[config.mk]
export PLATFORM = sky130hd
export DESIGN_NAME = usb_ls_tx
export DESIGN_NICKNAME = d
export VERILOG_FILES = /design/src/rtl/usb_ls_tx_pkg.sv /design/src/rtl/usb_ls_tx_enc.sv /design/src/rtl/usb_ls_tx_ctrl.sv /design/src/rtl/usb_ls_tx.sv
export SDC_FILE = /design/constraint.sdc
export NUM_CORES = 1
export LEC_CHECK = 0
export BUFFER_PORTS_ARGS = -buffer_cell sky130_fd_sc_hd__buf_4
export CAP_MARGIN = 20
export CORE_MARGIN = 3
export CORE_UTILIZATION = 50
export CTS_CLUSTER_DIAMETER = 50
export DETAILED_ROUTE_END_ITERATION = 16
export GPL_TIMING_DRIVEN = 1
export PLACE_DENSITY = 0.77
export SYNTH_ARGS = -nofsm -noshare
export SYNTH_HDL_FRONTEND = slang
export SYNTH_SLANG_ARGS = --single-unit
[constraint.sdc]
create_clock -name clk_i -period 2.1 [get_ports clk_i]
set_input_delay 0.525 -clock clk_i [delete_from_list [all_inputs] [get_ports clk_i]]
set_output_delay 0.525 -clock clk_i [all_outputs]
set_load 0.01 [all_outputs]
[src/rtl/usb_ls_tx_pkg.sv]
package usb_ls_tx_pkg;
  typedef enum logic [2:0] {
    ST_IDLE,
    ST_PREP,
    ST_DATA,
    ST_SE0,
    ST_EOPJ
  } tx_st_e;

  localparam logic [7:0] SYNC_BYTE = 8'h80;
endpackage

[src/rtl/usb_ls_tx_enc.sv]
module usb_ls_tx_enc #(
  parameter int RUN = 6
) (
  input  logic clk_i,
  input  logic rst_ni,
  input  logic clear_i,
  input  logic tick_i,
  input  logic bit_i,
  output logic stuff_o,
  output logic k_o
);
  localparam int OW = $clog2(RUN + 1);
  localparam logic [OW-1:0] RUN_V = OW'(RUN);

  logic [OW-1:0] ones_q;
  logic          k_q;

  always_ff @(posedge clk_i or negedge rst_ni) begin
    if (!rst_ni) begin
      ones_q <= '0;
      k_q    <= 1'b0;
    end else if (clear_i) begin
      ones_q <= '0;
      k_q    <= 1'b0;
    end else if (tick_i) begin
      if (ones_q == RUN_V) begin
        ones_q <= '0;
        k_q    <= ~k_q;
      end else if (bit_i) begin
        ones_q <= ones_q + OW'(1);
      end else begin
        ones_q <= '0;
        k_q    <= ~k_q;
      end
    end
  end

  assign stuff_o = (ones_q == RUN_V);
  assign k_o     = k_q;

  AST_RUN_BOUND: assert property (@(posedge clk_i) disable iff (!rst_ni)
    ones_q <= RUN_V);
  AST_ONE_HOLDS: assert property (@(posedge clk_i) disable iff (!rst_ni)
    (tick_i && !clear_i && !stuff_o && bit_i) |=> $stable(k_o));
endmodule

[src/rtl/usb_ls_tx_ctrl.sv]
module usb_ls_tx_ctrl
  import usb_ls_tx_pkg::*;
#(
  parameter int BIT_CYC   = 8,
  parameter int MAX_BYTES = 12,
  parameter int LEN_W     = $clog2(MAX_BYTES + 1),
  parameter int AW        = $clog2(MAX_BYTES)
) (
  input  logic             clk_i,
  input  logic             rst_ni,
  input  logic             start_i,
  input  logic             hs_i,
  input  logic [LEN_W-1:0] len_i,
  input  logic [7:0]       pid_i,
  output logic [AW-1:0]    rd_addr_o,
  input  logic [7:0]       rd_data_i,
  input  logic             stuff_i,
  output logic             tick_o,
  output logic             bit_o,
  output logic             clear_o,
  output tx_st_e           st_o,
  output logic             fin_o,
  output logic             hs_o
);
  localparam int CW = $clog2(2 * BIT_CYC);
  localparam logic [CW-1:0] BIT_END = CW'(BIT_CYC - 1);
  localparam logic [CW-1:0] SE0_END = CW'(2 * BIT_CYC - 1);

  tx_st_e           st_q;
  logic [CW-1:0]    cyc_q;
  logic [7:0]       sh_q;
  logic [2:0]       bi_q;
  logic [LEN_W-1:0] byt_q, last_q;
  logic             all_out_q, hs_q;
  logic [7:0]       pid_q;
  logic             len_ok, accept, more;

  assign len_ok  = (len_i >= LEN_W'(2)) && (len_i <= LEN_W'(MAX_BYTES));
  assign accept  = (st_q == ST_IDLE) && start_i && (hs_i || len_ok);
  assign more    = stuff_i || !all_out_q;
  assign tick_o  = (st_q == ST_PREP) ||
                   ((st_q == ST_DATA) && (cyc_q == BIT_END) && more);

  always_ff @(posedge clk_i or negedge rst_ni) begin
    if (!rst_ni) begin
      st_q      <= ST_IDLE;
      cyc_q     <= '0;
      sh_q      <= '0;
      bi_q      <= '0;
      byt_q     <= '0;
      last_q    <= '0;
      all_out_q <= 1'b0;
      hs_q      <= 1'b0;
      pid_q     <= '0;
    end else begin
      case (st_q)
        ST_IDLE: if (accept) begin
          st_q      <= ST_PREP;
          cyc_q     <= '0;
          sh_q      <= SYNC_BYTE;
          bi_q      <= '0;
          byt_q     <= '0;
          all_out_q <= 1'b0;
          hs_q      <= hs_i;
          pid_q     <= pid_i;
          last_q    <= hs_i ? LEN_W'(1) : len_i - LEN_W'(1);
        end
        ST_PREP: begin
          st_q  <= ST_DATA;
          cyc_q <= '0;
        end
        ST_DATA: if (cyc_q == BIT_END) begin
          cyc_q <= '0;
          if (!more) st_q <= ST_SE0;
        end else cyc_q <= cyc_q + CW'(1);
        ST_SE0: if (cyc_q == SE0_END) begin
          cyc_q <= '0;
          st_q  <= ST_EOPJ;
        end else cyc_q <= cyc_q + CW'(1);
        ST_EOPJ: if (cyc_q == BIT_END) begin
          cyc_q <= '0;
          st_q  <= ST_IDLE;
        end else cyc_q <= cyc_q + CW'(1);
        default: st_q <= ST_IDLE;
      endcase
      // advance the byte shifter only on real data bits, not on stuffed ones
      if (tick_o && !stuff_i) begin
        if (bi_q == 3'd7) begin
          bi_q <= '0;
          if (byt_q == last_q) all_out_q <= 1'b1;
          else begin
            sh_q  <= hs_q ? pid_q : rd_data_i;
            byt_q <= byt_q + LEN_W'(1);
          end
        end else begin
          sh_q <= {1'b0, sh_q[7:1]};
          bi_q <= bi_q + 3'd1;
        end
      end
    end
  end

  assign rd_addr_o = byt_q[AW-1:0];
  assign bit_o     = sh_q[0];
  assign clear_o   = accept;
  assign st_o      = st_q;
  assign fin_o     = (st_q == ST_EOPJ) && (cyc_q == BIT_END);
  assign hs_o      = hs_q;

  AST_SE0_THEN_J: assert property (@(posedge clk_i) disable iff (!rst_ni)
    ($past(st_q) == ST_SE0 && st_q != ST_SE0) |-> st_q == ST_EOPJ);
  AST_BUSY_NO_RESTART: assert property (@(posedge clk_i) disable iff (!rst_ni)
    (st_q != ST_IDLE) |=> st_q != ST_PREP);
  AST_SE0_AFTER_DATA: assert property (@(posedge clk_i) disable iff (!rst_ni)
    (st_q == ST_SE0 && $past(st_q) != ST_SE0) |-> $past(st_q) == ST_DATA);
endmodule

[src/rtl/usb_ls_tx.sv]
module usb_ls_tx
  import usb_ls_tx_pkg::*;
#(
  parameter int BIT_CYC   = 8,
  parameter int MAX_BYTES = 12,
  parameter int RUN       = 6,
  parameter int ADDR_W    = 7,
  parameter int LEN_W     = $clog2(MAX_BYTES + 1),
  parameter int AW        = $clog2(MAX_BYTES)
) (
  input  logic              clk_i,
  input  logic              rst_ni,
  input  logic              start_i,
  input  logic              hs_i,
  input  logic [LEN_W-1:0]  len_i,
  input  logic [7:0]        hs_pid_i,
  output logic [AW-1:0]     rd_addr_o,
  input  logic [7:0]        rd_data_i,
  input  logic [ADDR_W-1:0] new_addr_i,
  output logic [ADDR_W-1:0] addr_o,
  output logic              dp_o,
  output logic              dm_o,
  output logic              oe_o,
  output logic              done_o
);
  tx_st_e st;
  logic   tick, bit_v, clear, stuff, k_lvl, fin, hs_q;
  logic   done_q;
  logic [ADDR_W-1:0] addr_q;

  usb_ls_tx_ctrl #(
    .BIT_CYC(BIT_CYC), .MAX_BYTES(MAX_BYTES), .LEN_W(LEN_W), .AW(AW)
  ) u_ctrl (
    .clk_i(clk_i), .rst_ni(rst_ni), .start_i(start_i), .hs_i(hs_i),
    .len_i(len_i), .pid_i(hs_pid_i), .rd_addr_o(rd_addr_o),
    .rd_data_i(rd_data_i), .stuff_i(stuff), .tick_o(tick), .bit_o(bit_v),
    .clear_o(clear), .st_o(st), .fin_o(fin), .hs_o(hs_q)
  );

  usb_ls_tx_enc #(.RUN(RUN)) u_enc (
    .clk_i(clk_i), .rst_ni(rst_ni), .clear_i(clear), .tick_i(tick),
    .bit_i(bit_v), .stuff_o(stuff), .k_o(k_lvl)
  );

  always_ff @(posedge clk_i or negedge rst_ni) begin
    if (!rst_ni) begin
      done_q <= 1'b0;
      addr_q <= '0;
    end else begin
      done_q <= fin;
      if (fin && !hs_q) addr_q <= new_addr_i;
    end
  end

  assign oe_o   = (st == ST_DATA) || (st == ST_SE0) || (st == ST_EOPJ);
  assign dp_o   = (st == ST_DATA) && k_lvl;
  assign dm_o   = ((st == ST_DATA) && !k_lvl) || (st == ST_PREP) || (st == ST_EOPJ);
  assign done_o = done_q;
  assign addr_o = addr_q;

  AST_J_BEFORE_OE: assert property (@(posedge clk_i) disable iff (!rst_ni)
    $rose(oe_o) |-> $past(dm_o && !dp_o && !oe_o));
  AST_NO_SE1: assert property (@(posedge clk_i) disable iff (!rst_ni)
    !(dp_o && dm_o));
  AST_DONE_AT_RELEASE: assert property (@(posedge clk_i) disable iff (!rst_ni)
    $fell(oe_o) |-> done_o);
  AST_DONE_ONE_CYCLE: assert property (@(posedge clk_i) disable iff (!rst_ni)
    done_o |=> !done_o);
  AST_ADDR_AT_END: assert property (@(posedge clk_i) disable iff (!rst_ni)
    !$stable(addr_o) |-> (done_o && !hs_q));
endmodule

Word level (Yosys, flattened, before mapping). Index checks and enable logic that the tools add are counted.

Register bits: 48. Input port bits: 31. Output and inout port bits: 15. Logic and storage cells: 107.

$add $sub $neg: 5. $lt $le $gt $ge: 2. Equality and inequality tests: 15. Multiplexer cells: 39. Bitwise logic cells: 1. Reductions and logical operators: 32.

Operators with widths (number): $mux W8 (6); $mux W3 (13); $mux W4 (9); $pmux W4 S4 (1); $pmux W3 S5 (1); $logic_and A1 B1 Y1 (10); $eq A3 B3 Y1 const B (3); $mux W1 (9); $add A4 B1 Y4 const B (2); $reduce_and A2 Y1 (4); $logic_or A1 B1 Y1 (7); $add A3 B1 Y3 const B (2); $eq A3 B2 Y1 const B (2); $ne A2 B1 Y1 const B (3); $reduce_bool A2 Y1 (3); $reduce_and A5 Y1 (1); $eq A4 B3 Y1 const B (1); $eq A4 B4 Y1 (1); $eq A4 B4 Y1 const B (1); $ge A4 B2 Y1 const B (1); $le A4 B4 Y1 const B (1); $logic_not A1 Y1 (4); $ne A2 B2 Y1 const B (2); $reduce_bool A4 Y1 (1); 6 further kinds (6).

Depth between registers and ports, before layout. Gate-level depths: netlist of the first run.

Depth after elaboration: 9. Depth in mapped cells: 7. Depth with buffers taken out: 6.

Modules after synthesis. A second synthesis of the first run with hierarchy kept.

Cell total of the unflattened synthesis: 247. Area, all modules: 2640.0 µm².

Modules (own cells, without submodules): usb_ls_tx_ctrl (times used 1, cells an instance 200, area each 2037.0 µm², sequential area each 900.9 µm²); usb_ls_tx (times used 1, cells an instance 24, area each 384.1 µm², sequential area each 200.2 µm²); usb_ls_tx_enc (times used 1, cells an instance 23, area each 219.0 µm², sequential area each 100.1 µm²).

Worst setup path before layout of the first run. No wires, ideal clock.

Path type: input-to-reg. Start point: in len_i[0]. End point: reg u_ctrl.pid_q[6]. Setup time: 0.125 ns. Arrival time: 2.006 ns. Required time: 1.975 ns. Path slack: -0.031 ns. Cell stages on the path: 7. Buffers on the path: 1. Path through: inv_1 > ha_1 > or4_4 > a21oi_2 > nor2_2 > buf_6 > mux2_4.

Longest elaborated chain between the ends: 5. Elaborated cells between the ends (all ways): 6. Classes of those cells: 2 x order compare; 4 x reduce/logical.

Ends and longest elaborated chain: start: declaration (line usb_ls_tx.sv:15) `input logic [LEN_W-1:0] len_i,`; $ge A4 B2 Y1 / $le A4 B4 Y1 (equally long branches) (line usb_ls_tx_ctrl.sv:38) `assign len_ok = (len_i >= LEN_W'(2)) && (len_i <= LEN_W'(MAX_BYTES));`; $logic_and A1 B1 Y1 * (line usb_ls_tx_ctrl.sv:38); $logic_or A1 B1 Y1 * (line usb_ls_tx_ctrl.sv:39) `assign accept = (st_q == ST_IDLE) && start_i && (hs_i || len_ok);`; $logic_and A1 B1 Y1 * (line usb_ls_tx_ctrl.sv:39); $reduce_and A2 Y1 (no line) *; end signal: assignment (line usb_ls_tx_ctrl.sv:65) `pid_q <= pid_i;`; end: declaration (line usb_ls_tx_ctrl.sv:35) `logic [7:0] pid_q;`.

Mark *: on every way between the ends. The rest lies on a longest branch, timed or not. A chain may end at the register's enable or synchronous reset.

Worst setup path in the final report of the first run.
Start point: reg u_ctrl.cyc_q[1]. End point: reg u_enc.ones_q[1].

Longest elaborated chain between the ends: 5.

Ends and longest elaborated chain: start: declaration (line usb_ls_tx_ctrl.sv:30) `logic [CW-1:0] cyc_q;`; start signal: assignment (line usb_ls_tx_ctrl.sv:75) `end else cyc_q <= cyc_q + CW'(1);`; start signal: assignment (line usb_ls_tx_ctrl.sv:79) `end else cyc_q <= cyc_q + CW'(1);`; start signal: assignment (line usb_ls_tx_ctrl.sv:83) `end else cyc_q <= cyc_q + CW'(1);`; $eq A4 B3 Y1 (line usb_ls_tx_ctrl.sv:42) `((st_q == ST_DATA) && (cyc_q == BIT_END) && more);`; $logic_and A1 B1 Y1 (2 in series) (line usb_ls_tx_ctrl.sv:42); $logic_or A1 B1 Y1 (line usb_ls_tx_ctrl.sv:41) `assign tick_o = (st_q == ST_PREP) ||`; $reduce_bool A2 Y1 (no line); end signal: assignment (line usb_ls_tx_enc.sv:30) `ones_q <= ones_q + OW'(1);`; end: declaration (line usb_ls_tx_enc.sv:15) `logic [OW-1:0] ones_q;`.

No other way between the ends.

==> results of run 1 <==
==> power groups by stage <==
| stage | logic, W | clock network [W] | registers, W |
|---|---|---|---|
| after floorplan | 0.00117 | 0 | 0.00135 |
| after detailed placement | 0.00153 | 0 | 0.00146 |
| after global placement | 0.00149 | 0 | 0.00146 |
| final | 0.00157 | 0.000661 | 0.00145 |
| after CTS | 0.00153 | 0.000673 | 0.00145 |
| after global routing | 0.00173 | 0.000730 | 0.00150 |
==> repair_timing <==
action                                  4_1_cts  5_1_grt
buffers inserted                              0        1
endpoints found under the hold margin         0        0
endpoints found under the setup margin        0       11
resized for setup                             0        4
hold buffers                                  0        0
==> cell families (layout without fill, tap and decap cells) <==
family                     Yosys count  count (layout)  share of synthesized area [%]
AOI/OAI and AO/OA                   74              74                          19.36
xor gates and xnor gates             8               8                          2.638
adders and majority gates            8               8                          3.768
buffers and inverters               25              82                          4.050
DFF                                 48              48                          45.22
muxes                               31              31                          12.72
and+or+nand+nor                     56              56                          12.25
==> state kept, by name, summed over array words and instances, names as in the netlist, 3 cells and up <==
name / count
u_ctrl.rd_addr_o: 4
u_ctrl.last_q: 4
u_ctrl.pid_q: 8
u_ctrl.cyc_q: 4
u_ctrl.st_o: 3
u_ctrl.sh_q: 8
addr_o: 7
u_ctrl.bi_q: 3
u_enc.ones_q: 3
==> final cells by class <==
class / count / area (um^2) / share of cell area [%]
tap: 67 / 83.83 / 2.554
clock inverter: 3 / 42.54 / 1.296
inverter: 12 / 45.04 / 1.372
timing repair buffer: 62 / 465.4 / 14.18
multi-input combinational: 177 / 1374 / 41.86
sequential: 48 / 1202 / 36.64
clock buffer: 5 / 68.82 / 2.097
==> worst paths after layout <==
path / endpoint / depth (start not counted)
worst max-delay path: u_enc.ones_q[1]$_DFFE_PN0P_ / 5
worst min-delay path: u_ctrl.st_o[2]$_DFFE_PN0P_ / 1
worst max register to register: u_enc.ones_q[1]$_DFFE_PN0P_ / 5
worst min register to register: addr_o[0]$_DFFE_PN0P_ / 1
max in group asynchronous: u_ctrl.st_o[1]$_DFFE_PN0P_ / 1
min in group clk_i: u_ctrl.pid_q[7]$_DFFE_PN0P_ / 2
==> worst max-delay path, delay by kind of cell, from the launching register on <==
kind / cells / cell delay [ps]
AO/OA/AOI/OAI: 2 / 660
adder cells (fa/ha/maj): 1 / 280
AND/OR/NAND/NOR: 2 / 520
flip-flops: 1 / 430
==> layout by cell type, fill, tap and decap left out, types with 7 or more instances in the layout <==
| master | n |
|---|---|
| o21ai_0 | 19 |
| mux2i_1 | 15 |
| dfrtp_1 | 47 |
| inv_1 | 11 |
| a22oi_1 | 8 |
| ha_1 | 7 |
| nand2_1 | 12 |
| a21oi_1 | 9 |
| xnor2_1 | 7 |
| mux2_2 | 14 |
| nor2_1 | 9 |
| o22ai_1 | 9 |
| buf_4 | 62 |
==> through the flow <==
step                      utilization (%)  instances  setup slack (ps)  setup TNS (ps)  hold slack (ps)
final                               66.83        374             138.3               0            213.4
after global routing                66.83        374             3.428               0            254.2
after CTS                           66.27        373             74.43               0            239.7
after detailed placement            64.00        365            -119.3           -1336            496.3
after global placement              64.00        365            -67.78          -451.4            489.5
after floorplan                         -        250             5.650               0            229.4
==> routing by layer <==
metal  wire [um]  up-vias  GRT usage, %
li1            -     1045             -
met1        2480     1022         25.70
met2        2642       58         30.65
met3         277        9         3.741
met4          84        0         6.186
met5           0        -             0
==> out/results.ini, run 1 <==
[clocking]
cts_tree = done
cts_buffers = 5
cts_root_buffer = clkbuf_8
clockBufferDepth = 2
cts.reportedPaths.clkPinSlew_ps = 90
cts_sinks = 48
clk_latency_ps = 300
htreeDepth = 2

[synthesis]
synthArstFlopShare_pct = 100.0
synth_flop_cell = dfrtp_1
synth_cell_types = 56
netlist_area_mm2 = 0.002656
yosysWarnings = 0
ys_seq_area_share_pct = 45.22
synthCells = 250
synth.most_common_cell = dfrtp_1
synth-edff-count = 0
ys_top_cells_by_area = dfrtp_1, mux2_2, mux2i_1
synth.top_cell.area_share_pct = 45.22
synth-seq-cells = 48
syn_area_per_cell_um2 = 10.63
ys_top_cells_by_count = dfrtp_1, o21ai_0, mux2i_1
syn-num-nets = 289
yosysTopAreaCell = dfrtp_1

[drt]
drt-vias-per-instance = 5.706
remaining_drc_errors = 0
drt-total-wl_um = 5484
drt_pass1_iterations = 4
ant_nets = 0
dr_total_vias = 2134
drt_iter0_drc = 140
wl_per_cell_um = 14.66

[outcome]
status = completed

[sta]
finalCritPeriodShare_pct = 93.42
clock.fmax_mhz = 509.8
maxSlewHeadroom_pct = 60.84
fin_worst_skew_ps = 7.116
worst_pin_slew_ps = 587.5
finalHoldViolations = 0
finalCriticalPeriod_ps = 1962
maxSlewViolCount = 0
rsz0062_at_grt = false
finalSetupViolations = 0

[worst_setup_path]
cp-end-kind = register
crit_slowest_cell = o41a_1
slowest_delay_ps = 520
rr_startpoint = u_ctrl.cyc_q[1]$_DFFE_PN0P_
critPathKind = reg2reg
r2r_slack_ps = 140
crit_fanout = 7
worst_setup_path_start_kind = register
critPathLaunch = u_ctrl.cyc_q[1]$_DFFE_PN0P_
arrival_ps = 2200
cp_cell_sequence = ha_2 > nand3b_4 > o41a_1 > or3b_1 > a21oi_1
worstPathRequired_ps = 2340

[pwr]
pwr-share-clk_pct = 17.9
sw_frac_of_total_pct = 36.28
combinationalPowerShare_pct = 42.6
p_seq_share_pct = 39.4
power_w = 0.003686
ir_drop_mv = 0.6620
internal_power_w = 0.002349
p_switching_w = 0.001337
p_leak_nw = 1.520
p_per_area_mw_per_mm2 = 1123

[global_routing]
antenna_found_initial = 0
grt_first_pass_wirelength_um = 9508
grt_max_degree = 49
grt_pass1_vias = 2115
grt_usage_pct = 18.95
overflow = 0

[placement]
gp_congestion = 0.8851
place_area_mm2 = 0.003143
post-dp-hpwl_um = 3935
port_buffers = 45

[die]
die_w_um = 78.89
core_mm2 = 0.004911
start_util_pct = 54.09
ios = 46
die_height_um = 78.89
rows = 25
die_area_mm2 = 0.006223

[final_layout]
layout-drive-gt1-share_pct = 33.22
final.fill_count = 390
nets = 345
antenna_cells = 0
final_cell_area_mm2 = 0.003282
area_delta_synth_final_pct = 23.55

[min_path]
hold_class = in2async

[flow_run]
max_cap_viol_count = 0

Note: power is estimated with default switching activity, not from simulation.
==> run 2: changes to the inputs <==
--- a/config.mk
+++ b/config.mk
@@ -12,7 +12,7 @@
 export CTS_CLUSTER_DIAMETER = 50
 export DETAILED_ROUTE_END_ITERATION = 16
 export GPL_TIMING_DRIVEN = 1
-export PLACE_DENSITY = 0.77
+export PLACE_DENSITY = 0.72
 export SYNTH_ARGS = -nofsm -noshare
 export SYNTH_HDL_FRONTEND = slang
 export SYNTH_SLANG_ARGS = --single-unit
==> run 2 against run 1 <==
Net effect: sequential cell count is the same; clock-buffer cell count grew 1; first-iteration DRC count shrank 8.6%; sequential power is essentially flat; via count grew 1.3%; largest cell class unchanged.
==> out/results.ini, run 2 (synthesized netlist as in run 1, its figures left out) <==
[die]
core_mm2 = 0.004911  ; unchanged
die_height_um = 78.89  ; unchanged
start_util_pct = 54.09  ; unchanged
ios = 46  ; unchanged
rows = 25  ; unchanged
die_area_mm2 = 0.006223  ; unchanged
die_w_um = 78.89  ; unchanged

[min_path]
hold_class = in2async  ; unchanged

[clocking]
clk_latency_ps = 300  ; about the same
ctsHoldBuffers = 0  ; unchanged
clockBufferDepth = 2  ; unchanged
cts_sinks = 48  ; unchanged
htreeDepth = 2  ; unchanged
cts_root_buffer = clkbuf_8  ; unchanged
cts_tree = done  ; unchanged
cts_setup_buffers = 0  ; unchanged
cts_buffers = 5  ; unchanged
cts.reportedPaths.clkPinSlew_ps = 90  ; about the same

[placement]
post-dp-hpwl_um = 4138  ; was 3935 um
preCtsSetupSlack_ps = -120.6  ; was -119.3 ps
port_buffers = 45  ; unchanged
gp_congestion = 0.8116  ; was 0.8851
place_area_mm2 = 0.003173  ; was 0.003143 mm^2
dp_cells = 369  ; was 365

[sta]
finalHoldViolations = 0  ; unchanged
finalCritPeriodShare_pct = 98.19  ; was 93.42%
clock.fmax_mhz = 484.9  ; was 509.8 MHz
fin_hold_ws_ps = 225.9  ; was 213.4 ps
tns_ps = 0  ; unchanged
maxSlewViolCount = 0  ; unchanged
finalSetupViolations = 0  ; unchanged
rsz0062_at_grt = false  ; unchanged
maxSlewHeadroom_pct = 43.59  ; was 60.84%
finalWorstSetupSlack_ps = 37.91  ; was 138.3 ps
worst_pin_slew_ps = 845.2  ; was 587.5 ps
fin_worst_skew_ps = 8.985  ; was 7.116 ps
finalCriticalPeriod_ps = 2062  ; was 1962 ps

[outcome]
status = completed  ; unchanged

[final_layout]
area_delta_synth_final_pct = 22.85  ; was 23.55%
layout-drive-gt1-share_pct = 33.33  ; was 33.22%
antenna_cells = 0  ; unchanged
nets = 348  ; was 345
multi_input_area_mm2 = 0.001368  ; was 0.001374 mm^2
fin_cells = 376  ; was 374
final_cell_area_mm2 = 0.003263  ; was 0.003282 mm^2
final_cell_mix = buf_4, dfrtp_1, o21ai_0  ; unchanged
final.fill_count = 417  ; was 390
seqCellArea_mm2 = 0.001201  ; was 0.001202 mm^2
final_common_cell = buf_4  ; unchanged

[global_routing]
grt_pass1_vias = 2080  ; was 2115
grt_usage_pct = 19.48  ; was 18.95%
grt_util_met2_pct = 33.11  ; was 30.65%
grt_first_pass_wirelength_um = 9729  ; was 9508 um
grt_util_met3_pct = 3.288  ; was 3.741%
busiest_layer = met2  ; unchanged
use_met1_pct = 25.85  ; was 25.70%
overflow = 0  ; unchanged
grt_max_degree = 49  ; unchanged
antenna_found_initial = 0  ; unchanged

[pwr]
p_leak_nw = 1.522  ; was 1.520 nW
ir_drop_mv = 0.5942  ; was 0.6620 mV
p_per_area_mw_per_mm2 = 1084  ; was 1123 mW/mm^2

[drt]
drt_iter0_drc = 128  ; was 140
ant_nets = 0  ; unchanged
drt-total-wl_um = 5798  ; was 5484 um
wl_per_cell_um = 15.42  ; was 14.66 um
drt-vias-per-instance = 5.750  ; was 5.706
remaining_drc_errors = 0  ; unchanged
dr_total_vias = 2162  ; was 2134
drt_pass1_iterations = 5  ; was 4

[worst_setup_path]
cp-end-kind = primary output  ; was register
crit_fanout = 8  ; was 7
arrival_ps = 1540  ; was 2200 ps
worst_setup_path_start_kind = register  ; unchanged
critPathKind = reg2out  ; was reg2reg
worstPathRequired_ps = 1570  ; was 2340 ps

[flow_run]
max_cap_viol_count = 0  ; unchanged

-- run 2: area by class of cell --
class	count	share of cell area (%)
inverter	12	1.380
clock inverter	1	0.1534
tap	67	2.569
timing repair buffer	65	14.95
multi-input combinational	177	41.91
sequential	48	36.81
clock buffer	6	2.224
-- run 2: per-stage QoR --
stage                     power, W  util [%]
after global routing      0.003789     66.45
after detailed placement  0.003000     64.61
after CTS                 0.003543     66.34
after global placement    0.002949     64.61
after floorplan           0.002517         -
final                     0.003538     66.45
-- run 2: path summary, 6_finish.rpt --
path | endpoint | from | slack [ps] | cells past startpoint
worst min register to register | addr_o[3]$_DFFE_PN0P_ | addr_o[3]$_DFFE_PN0P_ | 510 | 1
worst min-delay path | u_ctrl.st_o[1]$_DFFE_PN0P_ | rst_ni | 230 | 1
max in group asynchronous | u_ctrl.sh_q[7]$_DFF_PN0_ | rst_ni | 1470 | 1
worst max register to register | u_enc.ones_q[1]$_DFFE_PN0P_ | u_ctrl.cyc_q[1]$_DFFE_PN0P_ | 130 | 5
worst max-delay path | dm_o | u_ctrl.st_o[1]$_DFFE_PN0P_ | 40 | 4
min in group clk_i | u_ctrl.pid_q[6]$_DFFE_PN0P_ | hs_pid_i[6] | 450 | 2
-- run 2: power by group --
group / leakage, nW / internal (W) / switching [W]
clock: 0.0410 / 0.000227 / 0.000297
combinational: 0.867 / 0.000784 / 0.000789
sequential: 0.614 / 0.00120 / 0.000242
-- run 2: metal layers --
metal  vias to the layer above  share of wire (%)
met4                         0               0.93
met5                         -                  0
met2                        58                 49
met1                      1056                 45
li1                       1041                  -
met3                         7                4.7
-- run 2: timing repair --
action | in CTS | in global routing
resized for setup | 1 | 2
endpoints found under the setup margin | 1 | 8
gates cloned | 0 | 0
pin swaps | 0 | 0
-- run 2: critical path, stage by stage (launching register included) --
cell	delay [ps]
dfrtp_1	410
buf_4	180
or3b_4	410
o21ai_0	90
buf_4	140
==> run 3: changes to the inputs <==
==> constraint.sdc (replaced) <==
create_clock -name clk_i -period 2.3 [get_ports clk_i]
set_input_delay 0.575 -clock clk_i [delete_from_list [all_inputs] [get_ports clk_i]]
set_output_delay 0.575 -clock clk_i [all_outputs]
set_load 0.01 [all_outputs]
==> run 3 against run 2 <==
Net effect: wire length decreased by 2.6%; clock-buffer cell count decreased by 1; worst setup slack better by 120 ps; register-to-register slack better by 200 ps; first-iteration DRC count rose by 15%; combinational power shrank 15%; global-route usage grew 0.39 points; final cell count shrank 1.9%; sequential cell count unchanged; die area unchanged; clock skew decreased by 2.2 ps; critical endpoint unchanged; largest cell class unchanged.
==> out/results.ini, run 3 (synthesized netlist as in run 1, its figures left out) <==
[outcome]
status = completed  ; unchanged

[pwr]
internal_power_w = 0.002194  ; was 0.002210 W
sw_frac_of_total_pct = 35.54  ; was 37.52%
combinationalPowerShare_pct = 39.5  ; was 44.5%
p_seq_share_pct = 39.8  ; was 40.7%
pwr-share-clk_pct = 20.7  ; was 14.8%
p_per_area_mw_per_mm2 = 1050  ; was 1084 mW/mm^2
p_switching_w = 0.001210  ; was 0.001328 W
ir_drop_mv = 0.5401  ; was 0.5942 mV
p_leak_nw = 1.508  ; was 1.522 nW
power_w = 0.003404  ; was 0.003538 W

[final_layout]
final_cell_mix = buf_4, dfrtp_1, o21ai_0  ; unchanged
final.fill_count = 392  ; was 417
antenna_cells = 0  ; unchanged
layout-drive-gt1-share_pct = 31.46  ; was 33.33%
final_common_cell = buf_4  ; unchanged
area_delta_synth_final_pct = 22.09  ; was 22.85%
nets = 341  ; was 348

[drt]
drt_pass1_iterations = 4  ; was 5
drt-vias-per-instance = 5.783  ; was 5.750
drt_iter0_drc = 147  ; was 128
wl_per_cell_um = 15.30  ; was 15.42 um
ant_nets = 0  ; unchanged
drt-total-wl_um = 5645  ; was 5798 um
remaining_drc_errors = 0  ; unchanged
dr_total_vias = 2134  ; was 2162

[sta]
finalCritPeriodShare_pct = 93.03
tns_ps = 0  ; unchanged
finalSetupViolations = 0  ; unchanged
rsz0062_at_grt = false  ; unchanged
clock.fmax_mhz = 467.4
worst_pin_slew_ps = 725.2  ; was 845.2 ps
maxSlewViolCount = 0  ; unchanged
fin_worst_skew_ps = 6.775  ; was 8.985 ps
maxSlewHeadroom_pct = 51.60  ; was 43.59%
finalCriticalPeriod_ps = 2140
finalHoldViolations = 0  ; unchanged

[worst_setup_path]
rr_startpoint = u_ctrl.cyc_q[1]$_DFFE_PN0P_  ; unchanged
critPathLaunch = u_ctrl.st_o[2]$_DFFE_PN0P_  ; was u_ctrl.st_o[1]$_DFFE_PN0P_
reg2reg_depth = 5  ; unchanged
arrival_ps = 1560  ; was 1540 ps
critPathKind = reg2out  ; unchanged
crit_fanout = 12  ; was 8
worst_setup_path_start_kind = register  ; unchanged
worstPathRequired_ps = 1730  ; was 1570 ps
cp-end-kind = primary output  ; unchanged

[die]
die_height_um = 78.89  ; unchanged
core_mm2 = 0.004911  ; unchanged
ios = 46  ; unchanged
die_w_um = 78.89  ; unchanged
die_area_mm2 = 0.006223  ; unchanged
start_util_pct = 54.09  ; unchanged
rows = 25  ; unchanged

[global_routing]
grt_max_degree = 49  ; unchanged
grt_first_pass_wirelength_um = 9839  ; was 9729 um
grt_pass1_vias = 2104  ; was 2080
overflow = 0  ; unchanged
antenna_found_initial = 0  ; unchanged
grt_usage_pct = 19.87  ; was 19.48%

[placement]
post-dp-hpwl_um = 3943  ; was 4138 um
port_buffers = 45  ; unchanged
gp_congestion = 0.7806  ; was 0.8116

[clocking]
cts_tree = done  ; unchanged
clockBufferDepth = 2  ; unchanged
ctsHoldBuffers = 0  ; unchanged
cts-resized-gates = 0  ; was 1
cts_setup_buffers = 0  ; unchanged
htreeDepth = 2  ; unchanged
clk_latency_ps = 300  ; about the same
cts_buffers = 5  ; unchanged
cts.reportedPaths.clkPinSlew_ps = 90  ; about the same
cts_sinks = 48  ; unchanged
cts_root_buffer = clkbuf_8  ; unchanged

[flow_run]
max_cap_viol_count = 0  ; unchanged

[min_path]
hold_class = in2async  ; unchanged

run 3: per-layer routing:
| layer | vias to the layer above | GRT usage [%] | wire, um |
|---|---|---|---|
| li1 | 1030 | - | - |
| met1 | 1041 | 26.42 | 2598 |
| met2 | 56 | 33.19 | 2721 |
| met3 | 7 | 3.741 | 269 |
| met4 | 0 | 5.842 | 56 |
| met5 | - | 0 | 0 |
run 3: per-stage QoR:
step | setup WS, ps | instances | cell area [um^2] | hold slack (ps) | util, %
CTS | 86.34 | 369 | 3242 | 298.7 | 66.01
floorplan | 119.2 | 250 | 2656 | 279.4 | -
finish | 160.4 | 369 | 3243 | 271.4 | 66.04
global route | 48.17 | 369 | 3243 | 320.3 | 66.04
global placement | 41.14 | 362 | 3113 | 489.8 | 63.39
detailed placement | 17.92 | 362 | 3113 | 494.5 | 63.39
run 3: worst paths after layout:
check | to | slack, ps
hold reg to reg | addr_o[2]$_DFFE_PN0P_ | 510
setup / recovery | dm_o | 160
hold / removal | addr_o[5]$_DFFE_PN0P_ | 270
setup reg to reg | u_enc.ones_q[1]$_DFFE_PN0P_ | 330
min in group clk_i | addr_o[5]$_DFFE_PN0P_ | 500
max in group asynchronous | u_ctrl.st_o[2]$_DFFE_PN0P_ | 1610
run 3: area by class of cell:
cell class,count,area (um^2),area share (%)
timing repair buffer,58,435.4,13.43
multi-input combinational,177,1348,41.55
inverter,12,45.04,1.389
tap,67,83.83,2.585
clock buffer,5,68.82,2.122
clock inverter,2,60.06,1.852
sequential,48,1202,37.08
run 3: critical path, cell delays in order, from the launching register on:
cell and delay [ps]:
dfrtp_2 510, nand2b_1 260, nor2_1 130, a21oi_1 40, o21ai_0 170, buf_4 150
run 3: power by group through the flow:
| stage | logic, W | registers [W] | clock network [W] |
|---|---|---|---|
| floorplan | 0.00106 | 0.00123 | 0 |
| global placement | 0.00130 | 0.00136 | 0 |
| detailed placement | 0.00134 | 0.00137 | 0 |
| CTS | 0.00135 | 0.00135 | 0.000721 |
| global route | 0.00151 | 0.00140 | 0.000752 |
| finish | 0.00134 | 0.00136 | 0.000704 |
